[config.mk]
export PLATFORM = sky130hd
export DESIGN_NAME = uart_fifo_irq
export DESIGN_NICKNAME = d
export VERILOG_FILES = /design/src/rtl/uart_fifo_pkg.sv /design/src/rtl/byte_queue.sv /design/src/rtl/rx_quiet_timer.sv /design/src/rtl/uart_fifo_irq.sv
export SDC_FILE = /design/constraint.sdc
export NUM_CORES = 1
export LEC_CHECK = 0
export CORE_MARGIN = 3
export CORE_UTILIZATION = 45
export CTS_BUF_LIST = sky130_fd_sc_hd__clkbuf_4
export CTS_CLUSTER_SIZE = 12
export DETAILED_ROUTE_END_ITERATION = 16
export HOLD_SLACK_MARGIN = 0.03
export SETUP_SLACK_MARGIN = 0.1
export SYNTH_ARGS = -nofsm -noshare
export SYNTH_HDL_FRONTEND = slang
export SYNTH_SLANG_ARGS = --single-unit
[constraint.sdc]
create_clock -name clk -period 3 [get_ports clk]
set_clock_uncertainty 0.1 [all_clocks]
set_input_delay 0.6 -clock clk [delete_from_list [all_inputs] [get_ports clk]]
set_output_delay 0.6 -clock clk [all_outputs]
set_load 0.02 [all_outputs]
[src/rtl/uart_fifo_pkg.sv]
package uart_fifo_pkg;
   localparam int IRQ_RX  = 0;
   localparam int IRQ_TX  = 1;
   localparam int IRQ_RT  = 2;
   localparam int NUM_IRQ = 3;
endpackage

[src/rtl/byte_queue.sv]
module byte_queue #(
   parameter int WIDTH = 8,
   parameter int DEPTH = 32,
   localparam int AW = $clog2(DEPTH),
   localparam int CW = $clog2(DEPTH + 1)
) (
   input  logic             clk,
   input  logic             rst_n,
   input  logic             push,
   input  logic [WIDTH-1:0] push_data,
   input  logic             pop,
   output logic [WIDTH-1:0] head,
   output logic [CW-1:0]    count,
   output logic             full,
   output logic             empty
);
   localparam logic [CW-1:0] DEPTH_C = CW'(DEPTH);

   if (DEPTH < 2 || (DEPTH & (DEPTH - 1)) != 0) begin : g_bad_depth
      $error("byte_queue: DEPTH must be a power of two of at least 2");
   end
   if (WIDTH < 1) begin : g_bad_width
      $error("byte_queue: WIDTH must be positive");
   end

   logic [WIDTH-1:0] store [DEPTH];
   logic [AW-1:0]    wr_ptr, rd_ptr;
   logic             push_ok, pop_ok;

   assign full    = (count == DEPTH_C);
   assign empty   = (count == '0);
   assign push_ok = push && !full;
   assign pop_ok  = pop && !empty;
   assign head    = store[rd_ptr];

   always_ff @(posedge clk) begin
      if (push_ok) store[wr_ptr] <= push_data;
   end

   always_ff @(posedge clk) begin
      if (!rst_n) begin
         wr_ptr <= '0;
         rd_ptr <= '0;
         count  <= '0;
      end else begin
         if (push_ok) wr_ptr <= wr_ptr + 1'b1;
         if (pop_ok)  rd_ptr <= rd_ptr + 1'b1;
         case ({push_ok, pop_ok})
            2'b10:   count <= count + 1'b1;
            2'b01:   count <= count - 1'b1;
            default: count <= count;
         endcase
      end
   end


   level_bound_chk: assert property (@(posedge clk) disable iff (!rst_n)
      count <= DEPTH_C);

   no_overflow_chk: assert property (@(posedge clk) disable iff (!rst_n)
      (push && full && !pop) |=> $stable(count));

   no_underflow_chk: assert property (@(posedge clk) disable iff (!rst_n)
      (pop && empty && !push) |=> $stable(count));

   push_pop_level_chk: assert property (@(posedge clk) disable iff (!rst_n)
      (push && pop && !full && !empty) |=> $stable(count));
endmodule

[src/rtl/rx_quiet_timer.sv]
module rx_quiet_timer #(
   parameter int LIMIT = 32,
   localparam int TW = $clog2(LIMIT)
) (
   input  logic clk,
   input  logic rst_n,
   input  logic tick,
   input  logic restart,
   input  logic active,
   output logic expire
);
   localparam logic [TW-1:0] LAST = TW'(LIMIT - 1);

   if (LIMIT < 2) begin : g_bad_limit
      $error("rx_quiet_timer: LIMIT must be at least 2");
   end

   logic [TW-1:0] ticks;

   assign expire = tick && active && !restart && (ticks == LAST);

   always_ff @(posedge clk) begin
      if (!rst_n)                 ticks <= '0;
      else if (restart || !active) ticks <= '0;
      else if (tick && ticks != LAST) ticks <= ticks + 1'b1;
   end


   quiet_restart_chk: assert property (@(posedge clk) disable iff (!rst_n)
      restart |=> !expire || (ticks == LAST && $past(LIMIT == 2)));
endmodule

[src/rtl/uart_fifo_irq.sv]
module uart_fifo_irq
   import uart_fifo_pkg::*;
#(
   parameter int DATA_W     = 8,
   parameter int DEPTH      = 32,
   parameter int TRIG       = DEPTH / 2,
   parameter int QUIET_BITS = 32
) (
   input  logic              clk,
   input  logic              rst_n,
   input  logic              line_rx_valid,
   input  logic [DATA_W-1:0] line_rx_data,
   input  logic              line_tx_ready,
   output logic              line_tx_valid,
   output logic [DATA_W-1:0] line_tx_data,
   input  logic              host_rd,
   output logic [DATA_W-1:0] host_rd_data,
   input  logic              host_wr,
   input  logic [DATA_W-1:0] host_wr_data,
   input  logic              baud_tick,
   input  logic              irq_mask_we,
   input  logic [NUM_IRQ-1:0] irq_mask_wdata,
   output logic [NUM_IRQ-1:0] irq_mask,
   output logic              rx_empty,
   output logic              rx_full,
   output logic              tx_empty,
   output logic              tx_full,
   output logic              tx_busy,
   output logic              tx_overflow,
   output logic [NUM_IRQ-1:0] raw_irq,
   output logic [NUM_IRQ-1:0] masked_irq,
   output logic              irq
);
   localparam int CW = $clog2(DEPTH + 1);
   localparam logic [CW-1:0] RX_MARK = CW'(TRIG);
   localparam logic [CW-1:0] TX_MARK = CW'(DEPTH - TRIG);

   if (TRIG < 1 || TRIG > DEPTH) begin : g_bad_trig
      $error("uart_fifo_irq: TRIG must lie in 1..DEPTH");
   end

   logic [CW-1:0] rx_level, tx_level;
   logic [DATA_W-1:0] rx_head;
   logic rx_push_ok, rx_pop_ok, quiet_expire, rt_q;

   byte_queue #(.WIDTH(DATA_W), .DEPTH(DEPTH)) u_rxq (
      .clk(clk), .rst_n(rst_n),
      .push(line_rx_valid), .push_data(line_rx_data),
      .pop(host_rd), .head(rx_head), .count(rx_level),
      .full(rx_full), .empty(rx_empty)
   );

   byte_queue #(.WIDTH(DATA_W), .DEPTH(DEPTH)) u_txq (
      .clk(clk), .rst_n(rst_n),
      .push(host_wr), .push_data(host_wr_data),
      .pop(line_tx_ready), .head(line_tx_data), .count(tx_level),
      .full(tx_full), .empty(tx_empty)
   );

   assign rx_push_ok    = line_rx_valid && !rx_full;
   assign rx_pop_ok     = host_rd && !rx_empty;
   assign host_rd_data  = rx_empty ? '0 : rx_head;
   assign line_tx_valid = !tx_empty;
   assign tx_busy       = tx_full;

   rx_quiet_timer #(.LIMIT(QUIET_BITS)) u_quiet (
      .clk(clk), .rst_n(rst_n), .tick(baud_tick),
      .restart(rx_push_ok || rx_pop_ok), .active(!rx_empty),
      .expire(quiet_expire)
   );

   always_ff @(posedge clk) begin
      if (!rst_n) begin
         rt_q        <= 1'b0;
         tx_overflow <= 1'b0;
         irq_mask    <= '0;
      end else begin
         rt_q        <= !rx_empty && (rt_q || quiet_expire);
         tx_overflow <= host_wr && tx_full;
         if (irq_mask_we) irq_mask <= irq_mask_wdata;
      end
   end

   assign raw_irq[IRQ_RX] = (rx_level >= RX_MARK);
   assign raw_irq[IRQ_TX] = (tx_level <= TX_MARK);
   assign raw_irq[IRQ_RT] = rt_q && !rx_empty;

   for (genvar i = 0; i < NUM_IRQ; i++) begin : g_mask
      assign masked_irq[i] = raw_irq[i] && irq_mask[i];
   end
   assign irq = |masked_irq;


   wr_discard_flag_chk: assert property (@(posedge clk) disable iff (!rst_n)
      (host_wr && tx_full) |=> tx_overflow);

   rt_needs_tick_chk: assert property (@(posedge clk) disable iff (!rst_n)
      $rose(raw_irq[IRQ_RT]) |-> $past(baud_tick));

   rt_not_on_arrival_chk: assert property (@(posedge clk) disable iff (!rst_n)
      $fell(rx_empty) |-> !raw_irq[IRQ_RT]);

   tx_idle_irq_chk: assert property (@(posedge clk) disable iff (!rst_n)
      tx_empty |-> raw_irq[IRQ_TX]);

   full_clears_on_drain_chk: assert property (@(posedge clk) disable iff (!rst_n)
      (tx_full && line_tx_ready && !host_wr) |=> !tx_full && !tx_busy);
endmodule

# Yosys cells after proc, flatten, opt, wreduce, memory -nomap -nowiden
# Memory sizes are Yosys's and may differ from the RTL's. A register that Yosys moved wholly into a read port is not among the register bits.
# Index checks and enable logic that the tools add are counted.
[op_classes] n_addsub=9 n_lt_le_gt_ge=2 eq_ne=8 mux=11 bitwise_logic=1 reduce_logical=28
[ops] cell="adder 5 x 1 -> 5 bit (second input constant)" n=5
[ops] cell="case mux 6 bit (2 select lines)" n=2
[ops] cell="two-way mux 5 bit" n=4
[ops] cell="logical AND 1 bit" n=14
[ops] cell="adder 6 x 1 -> 6 bit (second input constant)" n=2
[ops] cell="equality test 6 bit (second input constant)" n=2
[ops] cell="logical NOT 6 bit" n=2
[ops] cell="subtractor 6 x 1 -> 6 bit (second input constant)" n=2
[ops] cell="two-way mux 8 bit" n=1
[ops] cell="greater-or-equal comparator 6 x 5 -> 1 bit (second input constant)" n=1
[ops] cell="<= comparator 6 x 5 -> 1 bit (second input constant)" n=1
[ops] cell="equality test 5 bit (second input constant)" n=1
[ops] cell="logical NOT 1 bit" n=5
[ops] cell="inequality test 5 bit (second input constant)" n=1
[ops] cell="equality test 2 x 1 -> 1 bit (second input constant)" n=2
[ops] cell="equality test 2 bit (second input constant)" n=2
[ops] cell="two-way mux 1 bit" n=4
[ops] cell="nonzero test 2 bit" n=2
[ops] cell="logical OR 1 bit" n=3
[ops] cell="OR reduction 3 bit" n=1
[ops] cell="OR reduction 2 bit" n=1
[ops] cell="NOT 1 bit" n=1
[totals] register_bits=42 ram_bits=512 in_bits=27 out_inout_bits=33 memories=2
[memory_table] memory="u_rxq.store" depth=32 width=8 read_ports=1 rd_clocked_by_memory_dff=1 write_ports=1 line_no="byte_queue.sv:26" text="logic [WIDTH-1:0] store [DEPTH];"
[memory_table] memory="u_txq.store" depth=32 width=8 read_ports=1 rd_clocked_by_memory_dff=1 write_ports=1 line_no="byte_queue.sv:26"

# Longest topological paths before layout
# Gate-level depths: netlist (run 1).
[logic_depth] word_depth=9 mapped_depth=13

# By module
# A second synthesis (run 1) with hierarchy kept.
[unflattened] cells_unflattened=1321 hier_area_um2=22845.7
[by_module_without_submodules] mod="byte_queue" instances=2 cells_each=629 area_per_inst_um2=11133.2 seq_area_each_um2=8107.8
[by_module_without_submodules] mod="uart_fifo_irq" instances=1 cells_each=36 area_per_inst_um2=327.8 seq_area_each_um2=100.1
[by_module_without_submodules] mod="rx_quiet_timer" instances=1 cells_each=27 area_per_inst_um2=251.5 seq_area_each_um2=100.1

# Worst setup path after synthesis (run 1)
# OpenSTA, ideal clock, no wires.
[synth_path] path_kind="reg2reg" startpoint="register u_txq.count[1]" endpoint="register u_txq.count[3]" setup_time_ns=0.076 arrival_time_ns=2.791 t_required_ns=2.824 setup_slack_ns=0.034 stages_incl_launch_ff=12 path_buffers=2 path_cell_list="dfxtp_1 or4_1 o31a_1 buf_2 inv_1 ha_1 buf_2 and4b_1 a2111oi_2 xnor2_1 or3_1 a21boi_0"
[synth_via] elab_chain_len=5 elab_cells_between_ends=12 cone_classes="add/sub: 2; eq/ne: 3; mux: 1; reduce/logical: 6"
[synth_lines] item="start: declaration" line_no="byte_queue.sv:13" text="output logic [CW-1:0] count,"
[synth_lines] item="start signal: assignment" line_no="byte_queue.sv:49" text="2'b10: count <= count + 1'b1;"
[synth_lines] item="start signal: assignment" line_no="byte_queue.sv:50" text="2'b01: count <= count - 1'b1;"
[synth_lines] item="start signal: assignment" line_no="byte_queue.sv:51" text="default: count <= count;"
[synth_lines] item="branches (longest 5 deep; another with subtractor 6 x 1 -> 6 bit)"
# Several ways; the timed one is not identified.
# A chain may end at the register's enable or synchronous reset.

==> flow_summary.json, run 1 <==
{
  "status": "finished, violations left",
  "violations": "setup timing",
  "pre_cts_ws_ns": -0.388,
  "fin_crit_sh_pct": 126,
  "powerDensity_nw_per_um2": 771,
  "ys_seq_area_share_pct": 73.3,
  "crit_path_end_kind": "output pin",
  "rsz0062_at_grt": "yes",
  "ioPinCount": 60,
  "path_max_fanout": 8,
  "clockRootBuffer": "clkbuf_4",
  "critical_path_class": "flip-flop to output pin",
  "grt_max_degree": 33,
  "cpPeakStageDelay_ns": 0.52,
  "hold_violations": 0,
  "finalCriticalPeriod_ns": 3.77,
  "synth_area_um2": 22400,
  "hold_path.class": "input pin to flip-flop",
  "maxCapViolCount": 0,
  "synth-edff-count": 512,
  "start_util_pct": 45.6,
  "final_antenna_net_count": 0,
  "cp.arrival_ns": 3.07,
  "grt_overflow": 0,
  "report.final.setup_viol": 20,
  "crit_chain": "buf_6 -> buf_12 -> mux4_2 -> mux4_2 -> mux2_4 -> buf_6",
  "worst_ir_drop_vdd_mv": 0.460,
  "portBuffers": 59,
  "worstMarginPinSlew_ns": 0.715,
  "yosys.cell_types.count": 50,
  "die_w_um": 229,
  "fin_setup_tns_ns": -11.18,
  "synth_ff_type": "edfxtp_1",
  "ys_ff_latch": 564,
  "critical_path.top_delay_family": "multiplexers",
  "maxSlewViolCount": 0,
  "worstPathRequired_ns": 2.30,
  "p_leak_nw": 9.24,
  "place_congestion": 0.791,
  "die_h_um": 229,
  "postSynth.asyncResetShare_pct": 0,
  "path_clk_slew_ns": 0.07,
  "synth-warning-count": 0,
  "critPathLaunchType": "flip-flop",
  "first_global_vias": 12693,
  "avgSynthCellArea_um2": 19.8,
  "cts.sink_count": 564,
  "rows": 81,
  "setup_ws_ns": -0.773,
  "dr_total_vias": 11801,
  "nets": 1521,
  "drt-wirelength-per-cell_um": 22.7,
  "cts_tree": "done",
  "nFillCells": 3885,
  "synthCells": 1131,
  "clock_path_buffers": 3,
  "cp.buffers_inverters": 3,
  "antenna_found_initial": 2,
  "synth_fp_nets": 1177,
  "cts_made_buffers": 145,
  "firstDrtPassIters": 5,
  "drive_above_1_share_pct": 42.7,
  "slowest_stage": "mux4_2",
  "cts_hold_buffers": 0,
  "most-common-layout-cells": "edfxtp_1, clkbuf_4, buf_4",
  "grt_util_all_layers_pct": 19.9,
  "clkLatencyLatePin_ns": 0.92,
  "coreArea_um2": 49100,
  "htreeDepth": 4,
  "maxClockFrequency_mhz": 265,
  "viasPerCell": 5.29,
  "maxSlewHeadroom_pct": 52.2,
  "grt_pass1_wl_mm": 76.3,
  "final_common_cell": "edfxtp_1",
  "drc": 0,
  "area_growth_pct": 23.3,
  "hpwl_mm": 31.0,
  "drtIter0Drc": 787,
  "dieArea_um2": 52500,
  "wl_mm": 50.6
}
-- cells by family (layout without fill, tap and decap cells) --
kind of cell,Yosys count,in the layout,share of synthesized area [%]
AOI/OAI and AO/OA,65,65,2.10
xor gates and xnor gates,26,26,1.02
adders and majority gates,19,19,1.06
buffers and inverters,76,509,1.66
DFF,564,564,73.3
muxes,183,183,16.3
other,0,2,0
and+or+nand+nor,198,198,4.50
-- cell type report --
cell class	instances	area [um^2]	area share, %
tap	664	831	3.01
multi-input combinational	491	6020	21.8
sequential	564	16400	59.6
clock inverter	31	145	0.526
timing repair buffer	257	2550	9.25
clock buffer	205	1540	5.58
antenna	2	5.00	0.0181
inverter	16	63.8	0.231
-- path summary, 6_finish.rpt --
| kind | start | endpoint | slack (ns) | cells after the start |
|---|---|---|---|---|
| max | flip-flop | line_tx_data[0] | -0.77 | 6 |
| min | host_wr | tx_overflow$_SDFF_PN0_ | 0.21 | 2 |
| max reg2reg | u_txq.count[1]$_SDFFE_PN0P_ | u_txq.count[3]$_SDFFE_PN0P_ | 0.16 | 9 |
| min reg2reg | u_quiet.ticks[3]$_SDFFE_PP0P_ | u_quiet.ticks[3]$_SDFFE_PP0P_ | 0.42 | 2 |
-- cells in the mapped netlist, drive strengths merged, types with 4 or more instances --
cell type    n  area [um^2]
edfxtp     512        15400
mux4       144         3240
nor2        75          282
dfxtp       52         1040
buf         37          225
nand2       27          104
clkbuf      23         86.3
and2        21          131
mux2        20          225
nor2b       20          125
ha          19          238
mux2i       19          190
xnor2       17          149
inv         16         60.1
a211oi      10         75.1
a21oi        9         45.0
nor3         9         45.0
xor2         9         78.8
nand4        8         50.1
o22ai        8         50.1
or3          8         50.1
o21ai        7         35.0
o21a         6         45.0
o221ai       6         52.6
a21boi       5         37.5
and3         5         31.3
nand2b       4         25.0
nand3b       4         30.0
or3b         4         35.0
-- per-layer routing --
| metal | vias up | track usage, % | part of all wire (%) |
|---|---|---|---|
| met4 | 0 | 7.67 | 2.2 |
| met2 | 285 | 33.9 | 52 |
| met3 | 64 | 4.89 | 4.6 |
| li1 | 5339 | - | - |
| met5 | - | 0 | 0 |
| met1 | 6113 | 24.7 | 41 |
-- power by group --
group / total [W] / switching [W] / internal (W)
clock network: 0.00611 / 0.00292 / 0.00319
registers: 0.00899 / 0.000189 / 0.00880
logic: 0.00618 / 0.00287 / 0.00331
-- registers in the layout, summed over array words and instances (netlist names), named ones only --
| signal | cells |
|---|---|
| u_rxq.store | 256 |
| u_txq.store | 256 |
| u_rxq.count | 6 |
| u_txq.count | 6 |
| u_quiet.ticks | 5 |
| u_rxq.rd_ptr | 5 |
| u_rxq.wr_ptr | 5 |
| u_txq.rd_ptr | 5 |
| u_txq.wr_ptr | 5 |
| irq_mask | 3 |
| rt_q | 1 |
| tx_overflow | 1 |
-- per-stage QoR --
step                      util [%]  hold WS, ns  instances  instance area (um^2)  power, W
after global routing          56.3        0.116       2230                 27600    0.0224
after floorplan                  -        0.367       1131                 22400    0.0120
final                         56.3        0.210       2230                 27600    0.0213
after global placement        50.8        0.380       1958                 24900    0.0141
after CTS                     55.7       0.0591       2216                 27300    0.0212
after detailed placement      50.8        0.409       1958                 24900    0.0142
-- what timing repair did --
action / in CTS / in global routing
pin swaps: 12 / 12
resized for setup: 251 / 43
setup endpoints to repair: 29 / 32
buffers inserted: 19 / 13
gates cloned: 4 / 0
(Power assumes the default switching activity.)
==> inputs of run 2 (changes only) <==
--- a/config.mk
+++ b/config.mk
@@ -5,6 +5,7 @@
 export SDC_FILE = /design/constraint.sdc
 export NUM_CORES = 1
 export LEC_CHECK = 0
+export CORE_ASPECT_RATIO = 1.2
 export CORE_MARGIN = 3
 export CORE_UTILIZATION = 45
 export CTS_BUF_LIST = sky130_fd_sc_hd__clkbuf_4
==> run 2 against run 1 <==
- the flow still finishes with violations (setup timing)
- final cell count fell by 1.3%
- non-clock buffer count down 19
- fmax is 0.42% lower
- flip-flop and latch count unchanged
- die area barely moved
- critical endpoint is now line_tx_data[1]
- largest power group unchanged
==> flow_summary.json, run 2 (synthesis results as in run 1) <==
{
  "maxSlewViolCount": 0,
  "maxClockFrequency_mhz": 264,
  "hold_depth": 3,
  "clockRootBuffer": "clkbuf_4",
  "critical_path_class": "flip-flop to output pin",
  "report.final.setup_viol": 19,
  "rows": 88,
  "path_clk_slew_ns": 0.06,
  "clkLatencyLatePin_ns": 0.96,
  "cts_made_buffers": 144,
  "drtIter0Drc": 824,
  "most-common-layout-cells": "edfxtp_1, clkbuf_4, buf_4",
  "crit_path_end_kind": "output pin",
  "critPathLaunchType": "flip-flop",
  "rsz0062_at_grt": "yes",
  "grt_pass1_wl_mm": 75.4,
  "nets": 1501,
  "viasPerCell": 5.30,
  "grt_util_all_layers_pct": 19.3,
  "area_growth_pct": 22.3,
  "worstMarginPinSlew_ns": 0.694,
  "drt-wirelength-per-cell_um": 22.3,
  "antenna_found_initial": 2,
  "powerDensity_nw_per_um2": 775,
  "hpwl_mm": 30.8,
  "fin_crit_sh_pct": 126,
  "violations": "setup timing",
  "hold-path-endpoint": "rt_q$_SDFF_PN0_",
  "worst_ir_drop_vdd_mv": 0.631,
  "cts.sink_count": 564,
  "maxCapViolCount": 0,
  "portBuffers": 59,
  "dieArea_um2": 52500,
  "status": "finished, violations left",
  "maxSlewHeadroom_pct": 53.6,
  "r2r_cells": 10,
  "cp.arrival_ns": 3.09,
  "final_antenna_net_count": 0,
  "place_congestion": 0.784,
  "start_util_pct": 46.0,
  "timing.rr.end": "u_txq.count[3]$_SDFFE_PN0P_",
  "first_global_vias": 12635,
  "coreArea_um2": 48700,
  "drive_above_1_share_pct": 42.2,
  "reg2reg_slack_ns": 0.02,
  "dr_total_vias": 11668,
  "cts_hold_buffers": 0,
  "die_h_um": 250,
  "worstPathRequired_ns": 2.30,
  "die_w_um": 210,
  "htreeDepth": 4,
  "top_regs": "u_rxq.store: 256 flops, u_txq.store: 256 flops",
  "wl_mm": 49.1,
  "path_max_fanout": 7,
  "power.total_w": 0.0212,
  "drc": 0,
  "firstDrtPassIters": 5,
  "setup_ws_ns": -0.789,
  "hold_path.class": "input pin to flip-flop",
  "cts_tree": "done",
  "r2r-start": "u_txq.count[0]$_SDFFE_PN0P_",
  "grt_max_degree": 34,
  "finalCriticalPeriod_ns": 3.79,
  "ioPinCount": 60,
  "holdWs_ns": 0.185,
  "p_leak_nw": 9.18,
  "clock_path_buffers": 3,
  "hold_violations": 0,
  "final_common_cell": "edfxtp_1",
  "grt_overflow": 0,
  "hold_start": "baud_tick"
}
-- run 2: cell types whose count changed in the layout (fill, tap and decap cells not counted), moves of 6 or more --
| cell | before | now |
|---|---|---|
| buf_4 | 152 | 146 |
| buf_12 | 22 | 15 |
| clkinv_1 | 24 | 33 |
| buf_6 | 44 | 34 |
| a211oi_2 | 3 | 10 |
-- run 2: critical path, cell delays in order (launching register included) --
cell	delay [ns]
dfxtp_4	0.38
buf_12	0.15
buf_12	0.14
mux4_2	0.50
mux4_2	0.54
mux2_4	0.30
buf_6	0.13
-- run 2: final cells by class --
type / count / area (um^2)
fill: 3829 / 21300
sequential: 564 / 16400
multi-input combinational: 491 / 5980
timing repair buffer: 238 / 2240
clock buffer: 209 / 1570
tap: 630 / 788
clock inverter: 49 / 304
inverter: 16 / 62.6
antenna: 3 / 7.51
-- run 2: timing repair --
| item | 4_1_cts | 5_1_grt |
|---|---|---|
| resized for setup | 240 | 32 |
| pin swaps | 14 | 18 |
| gates cloned | 2 | 0 |
| buffers inserted | 19 | 6 |
| endpoints found under the setup margin | 30 | 31 |
-- run 2: worst max path at each step --
stage,startpoint,to,cells after the start
4_1_cts,flip-flop,line_tx_data[1],6
2_1_floorplan,u_txq.count[1]$_SDFFE_PN0P_,u_txq.count[3]$_SDFFE_PN0P_,11
3_3_place_gp,flip-flop,line_tx_data[1],5
6_report,flip-flop,line_tx_data[1],6
5_1_grt,flip-flop,line_tx_data[4],6
3_5_place_dp,flip-flop,line_tx_data[1],5
-- run 2: metrics by stage --
stage	instance area [um^2]	instances	setup WS [ns]	util [%]	setup TNS [ns]
2_1_floorplan	22400	1131	0.106	-	0
3_3_place_gp	24800	1914	-0.295	50.9	-3.06
3_5_place_dp	24800	1914	-0.311	50.9	-3.22
4_1_cts	27200	2192	-0.915	55.9	-13.93
5_1_grt	27400	2200	-0.953	56.3	-15.19
6_report	27400	2200	-0.789	56.3	-10.98
-- run 2: metal layers --
| metal | track usage, % | share of wire [%] |
|---|---|---|
| met1 | 22.9 | 39 |
| met2 | 33.6 | 54 |
| met3 | 5.41 | 5.0 |
| met4 | 7.41 | 2.3 |
| met5 | 0 | 0 |
-- run 2: report_power, final --
part           switching, W  total [W]  internal, W
combinational       0.00270    0.00567      0.00297
clock               0.00302    0.00657      0.00355
sequential         0.000171    0.00898      0.00880
